File: src/rtl/dma_irq_ctrl.sv
module dma_irq_ctrl (
  input  logic        clk,
  input  logic        rst_n,
  input  logic        wr_en,
  input  logic [31:0] wr_data,
  input  logic [6:0]  done,
  output logic [31:0] rd_data,
  output logic        irq_pulse
);
  localparam logic [31:0] PLAIN_MASK = 32'h00FF_803F;

  logic [31:0] ctl_q, ctl_d;
  logic        irq_q;
  logic        event_any;

  assign event_any = wr_en | (|done);

  always_comb begin
    ctl_d = ctl_q;
    if (wr_en)
      ctl_d = (wr_data & PLAIN_MASK) | {1'b0, ctl_q[30:24] & ~wr_data[30:24], 24'd0};
    ctl_d[30:24] = ctl_d[30:24] | (done & ctl_q[22:16]);
    if (event_any)
      ctl_d[31] = ctl_d[15] | (ctl_d[23] & (|ctl_d[30:24]));
  end

  always_ff @(posedge clk or negedge rst_n) begin
    if (!rst_n) begin
      ctl_q <= '0;
      irq_q <= 1'b0;
    end else begin
      ctl_q <= ctl_d;
      irq_q <= ctl_d[31] & ~ctl_q[31];
    end
  end

  assign rd_data   = ctl_q;
  assign irq_pulse = irq_q;

  p_rsvd_zero_r6: assert property (@(posedge clk) disable iff (!rst_n)
    rd_data[14:6] == 9'd0);

  p_irq_on_rise_r5: assert property (@(posedge clk) disable iff (!rst_n)
    irq_pulse |-> (rd_data[31] && !$past(rd_data[31])));

  p_irq_single_r5: assert property (@(posedge clk) disable iff (!rst_n)
    irq_pulse |=> !irq_pulse);

  p_master_rule_r4: assert property (@(posedge clk) disable iff (!rst_n)
    (wr_en || (|done)) |=> (rd_data[31] == (rd_data[15] | (rd_data[23] & (|rd_data[30:24])))));

  p_flag_needs_enable_r7: assert property (@(posedge clk) disable iff (!rst_n)
    ((rd_data[30:24] & ~$past(rd_data[30:24])) & ~($past(done) & $past(rd_data[22:16]))) == 7'd0);

  p_idle_hold_r9: assert property (@(posedge clk) disable iff (!rst_n)
    (!wr_en && done == 7'd0) |=> ($stable(rd_data) && !irq_pulse));
endmodule

File: config.mk
export PLATFORM = sky130hd
export DESIGN_NAME = dma_irq_ctrl
export DESIGN_NICKNAME = d
export VERILOG_FILES = /design/src/rtl/dma_irq_ctrl.sv
export SDC_FILE = /design/constraint.sdc
export NUM_CORES = 1
export LEC_CHECK = 0
export BUFFER_PORTS_ARGS = -buffer_cell sky130_fd_sc_hd__buf_4
export CAP_MARGIN = 15
export CORE_MARGIN = 8
export CORE_UTILIZATION = 43
export CTS_CLUSTER_DIAMETER = 40
export DETAILED_ROUTE_END_ITERATION = 8
export PLACE_DENSITY = 0.83
export SLEW_MARGIN = 5
export SYNTH_ARGS = -nofsm -noshare
export SYNTH_HDL_FRONTEND = slang
export SYNTH_SLANG_ARGS = --single-unit
File: constraint.sdc
create_clock -name clk -period 4.5 [get_ports clk]
set_clock_uncertainty 0.05 [all_clocks]
set_input_delay 0.675 -clock clk [delete_from_list [all_inputs] [get_ports clk]]
set_output_delay 0.675 -clock clk [all_outputs]
set_load 0.02 [all_outputs]
## Yosys cells after proc, flatten, opt, wreduce, memory -nomap -nowiden

Cells that the tools add are included.

| word-level totals | value |
|---|---|
| bits in registers | 33 |
| output and inout bits | 33 |

| cells by class | value |
|---|---|
| multiplexer cells | 2 |
| bitwise gates (word level) | 10 |
| reduce and logical (&&, ||, !) cells | 2 |

Operators with widths:

| kind | number |
|---|---|
| $mux 32 | 1 |
| $or 24x31->31 | 1 |
| $and 7x7->7 | 2 |
| $reduce_or 7->1 | 2 |
| $not 7->7 | 1 |
| $or 7x7->7 | 1 |
| $and 1x1->1 | 2 |
| $or 1x1->1 | 2 |
| $mux 1 | 1 |
| $not 1->1 | 1 |

## Longest topological paths before layout

| depth | value |
|---|---|
| word-level depth | 10 |
| gate-level depth with buffers | 5 |
| mapped depth without buffers | 4 |

## Worst setup path before layout

No wires, ideal clock.

| timing | value |
|---|---|
| path type | input to register |
| start point | input port done[1] |
| end point | register ctl_q[31] (netlist: rd_data[31]) |
| setup time | 0.137 ns |
| arrival time | 1.648 ns |
| slack | 2.666 ns |
| stages on the path | 4 |
| buffers on the path | 0 |
| cells stage by stage | and2_1 -> a2111o_1 -> o41ai_2 -> a31oi_1 |

| on the way | value |
|---|---|
| word-level cells in the longest chain between the ends | 6 |
| elaborated cells on any way between the ends | 8 |
| classes of those cells | 1 x mux; 5 x bitwise; 2 x reduce/logical |

Ends and longest elaborated chain:

| element | RTL line | RTL |
|---|---|---|
| start, declared | 6 | `input logic [6:0] done,` |
| $and 7x7->7 | 22 | `ctl_d[30:24] = ctl_d[30:24] \| (done & ctl_q[22:16]);` |
| $or 7x7->7 | 22 |  |
| $reduce_or 7->1 | 24 | `ctl_d[31] = ctl_d[15] \| (ctl_d[23] & (\|ctl_d[30:24]));` |
| $and 1x1->1 | 24 |  |
| $or 1x1->1 | 24 |  |
| $mux 1 (*) | 23 | `if (event_any)` |
| via ctl_d[31] | 12 | `logic [31:0] ctl_q, ctl_d;` |
| end signal, assigned | 32 | `ctl_q <= ctl_d;` |
| end, declared | 12 |  |

Mark *: on every way through the listed nets, which the timed path passes. The rest lies on a longest branch.
A chain may end at the register's enable or synchronous reset.

## Worst setup path after layout

| timing | value |
|---|---|
| start point | input port wr_en |
| end point | register ctl_q[31] (netlist: rd_data[31]) |

| on the way | value |
|---|---|
| word-level cells in the longest chain between the ends | 6 |
| elaborated cells on any way between the ends | 7 |
| classes of those cells | 2 x mux; 4 x bitwise; 1 x reduce/logical |

Ends and longest elaborated chain:

| element | RTL line | RTL |
|---|---|---|
| start, declared | 4 | `input logic wr_en,` |
| $mux 32 | 20 | `if (wr_en)` |
| $or 7x7->7 | 22 |  |
| $reduce_or 7->1 | 24 |  |
| $and 1x1->1 | 24 |  |
| $or 1x1->1 | 24 |  |
| $mux 1 (*) | 23 |  |
| via ctl_d[31] | 12 |  |

Marks and branches as above.

==> impl_metrics.py <==
metrics = {
    "synthesis": {
        "ys_ff_latch": 24,
        "syn_area_sq_um": 1080,
        "netlist.area_leader.share": 0.5562,
        "post-synth-top-area-cell": "dfrtp_1",
        "ys_types": 23,
        "synth_seq_area_share": 0.5562,
        "synth_area_leaders": "dfrtp_1 (56%), mux2_2 (15%), buf_4 (6.3%)",
        "syn_inst": 83,
        "ys_warn_count": 0,
        "postSynthAreaPerCell_sq_um": 13.01,
    },
    "clock_tree": {
        "cts_root_buffer": "clkbuf_4",
        "post_cts_buffers": 0,
        "cts_sinks": 24,
        "cts_inserted_buffers": 3,
        "htreeDepth": 1,
        "clk_pin_slew_ns": 0.15,
        "cts.path.max_buffers": 2,
        "tritoncts": "yes",
        "cts-resized-gates": 0,
        "cts_hold_buffers": 0,
        "insertion_delay_ns": 0.32,
    },
    "grt": {
        "grt_pass1_wl_microns": 4353,
        "antenna_found_initial": 0,
        "grt_max_degree": 25,
        "grt_overflow": 0,
        "grt_util_all_layers": 0.1273,
        "grt_pass1_vias": 956,
    },
    "timing": {
        "hold_violations": 0,
        "totalNegativeSetupSlack_ns": 0,
        "setup_viol": 0,
        "finalCritPeriodShare": 0.4237,
        "clock.fmax_mhz": 524.5,
        "rsz0062_at_grt": "false",
        "finalCriticalPeriod_ns": 1.907,
        "maxSlewViolCount": 0,
    },
    "layout": {
        "area_growth_pct": 41.60,
        "diodes": 0,
        "utilization": 0.6286,
        "nets": 182,
        "layout-drive-gt1-share": 0.5612,
        "nFillCells": 210,
        "fin_area_sq_um": 1529,
    },
    "setup_path": {
        "critPathLaunchType": "input pin",
        "path_class": "in -> reg",
        "critPathMaxFanout": 23,
        "crit_path_end_kind": "flop",
        "slowest_delay_ns": 0.41,
        "crit_chain": "buf_4, a21boi_0, a2111o_1, o41ai_2, a31oi_1",
        "slowest_stage": "a2111o_1",
        "worstPathRequired_ns": 4.66,
        "arrival_ns": 2.07,
    },
    "place": {
        "gp_congestion": 0.7254,
        "port_buffers": 55,
        "dpl.hpwl_microns": 2194,
        "dpl_cell_area_sq_um": 1476,
    },
    "detailed_routing": {
        "avgViaCountPerCell": 4.876,
        "drt_iter0_markers": 14,
        "vias": 824,
        "routed_wirelength_microns": 2718,
        "wire_per_inst_microns": 16.08,
        "ant_nets": 0,
        "drc": 0,
        "dr.pass1.iters": 4,
    },
    "outcome": {
        "outcome": "completed",
    },
    "floorplan": {
        "die_w_microns": 66.11,
        "rows": 18,
        "die_h_microns": 66.11,
        "io_pins": 75,
        "coreArea_sq_um": 2432,
        "die_area_sq_um": 4371,
        "start_util": 0.4439,
    },
    "flow_run": {
        "max-cap-violations": 0,
    },
    "power": {
        "p_leak_nw": 0.7591,
        "ir_drop_uv": 267.4,
        "power_density_nw_per_um2": 369.8,
    },
    "min_path": {
        "min_path_type": "in -> async",
    },
}
## state kept, by name, indices dropped and copies added, names as in the netlist
register   cells
irq_pulse      1
rd_data       23
## final timing paths
kind / cells after the start / from / to / slack [ns]
min in group clk: 1 / rd_data[5]$_DFFE_PN0P_ / rd_data[5]$_DFFE_PN0P_ / 0.48
worst min register to register: 1 / rd_data[5]$_DFFE_PN0P_ / rd_data[5]$_DFFE_PN0P_ / 0.48
worst max-delay path: 5 / wr_en / rd_data[31]$_DFF_PN0_ / 2.59
worst max register to register: 4 / rd_data[17]$_DFFE_PN0P_ / rd_data[31]$_DFF_PN0_ / 2.84
worst min-delay path: 1 / rst_n / rd_data[3]$_DFFE_PN0P_ / 0.17
max in group asynchronous: 1 / rst_n / rd_data[16]$_DFFE_PN0P_ / 3.98
## metal layers
metal | up-vias | global-route usage | share of wire
li1 | 387 | - | -
met1 | 399 | 0.1360 | 0.34
met2 | 36 | 0.2159 | 0.53
met3 | 2 | 0.05932 | 0.12
met4 | 0 | 0.04267 | 0.0040
met5 | - | 0 | 0
## layout make-up
type / count / area [sq um] / area share
repair buffers: 55 / 412.9 / 0.2700
clock inverters: 1 / 30.03 / 0.01964
inverters: 1 / 3.754 / 0.002455
well taps: 30 / 37.54 / 0.02455
multi-input cells: 55 / 421.7 / 0.2758
flip-flops and latches: 24 / 600.6 / 0.3928
clock buffers: 3 / 22.52 / 0.01473
## cell families after synthesis
family	after synthesis	synth area share
simple gates	18	0.09733
flops	24	0.5562
other cells	1	0.003473
mux	15	0.1553
buf+inv	12	0.08110
compound gates	13	0.1066
## where the power goes
group | internal (mW) | leakage (nW) | total [mW] | switching (mW)
Combinational | 0.0743 | 0.453 | 0.152 | 0.0778
Sequential | 0.240 | 0.278 | 0.256 | 0.0153
Clock | 0.0900 | 0.0279 | 0.158 | 0.0677
## worst max-delay path, delay by kind of cell
kind | cells | cell delay (ns)
buffers and inverters | 1 | 0.26
AO/OA/AOI/OAI | 4 | 1.12
## synthesized netlist by cell type
| cell type | n |
|---|---|
| dfrtp_1 | 24 |
| mux2_2 | 14 |
| buf_4 | 9 |
| and2_1 | 6 |
| nand2_1 | 4 |
| a2111o_1 | 3 |
| a21o_1 | 3 |
| or2_2 | 3 |
| a21boi_0 | 2 |
| nor4_1 | 2 |
| a21boi_1 | 1 |
| a21oi_1 | 1 |
| a22o_1 | 1 |
| a31oi_1 | 1 |
| buf_2 | 1 |
| buf_6 | 1 |
| conb_1 | 1 |
| inv_1 | 1 |
| mux2i_1 | 1 |
| nand2_4 | 1 |
| nand2b_1 | 1 |
| nor2_1 | 1 |
| o41ai_2 | 1 |
## metrics by stage
stage	power, mW	hold WS, ns	cells	setup slack [ns]
after floorplan	0.3427	0.3294	91	2.666
after global placement	0.4081	0.4384	165	2.307
after detailed placement	0.4133	0.4523	165	2.233
after CTS	0.5693	0.1732	169	2.596
after global routing	0.5919	0.1692	169	2.541
final	0.5654	0.1658	169	2.593
## cell usage in the layout (no fill, tap or decap)
cell and n:
a22o_1 1, nor4_1 2, or2_2 3, mux2_2 14, nand2_1 4, bufinv_16 1
nand2b_1 1, o41ai_2 1, a21boi_0 2, a2111o_1 3, a21o_1 3, a31oi_1 1
clkbuf_4 3, dfrtp_1 24, nand2_4 1, conb_1 9, and2_1 6, a21boi_1 1
mux2i_1 1, nor2_1 1, inv_1 1, buf_4 55, a21oi_1 1
(Power assumes the default switching activity.)
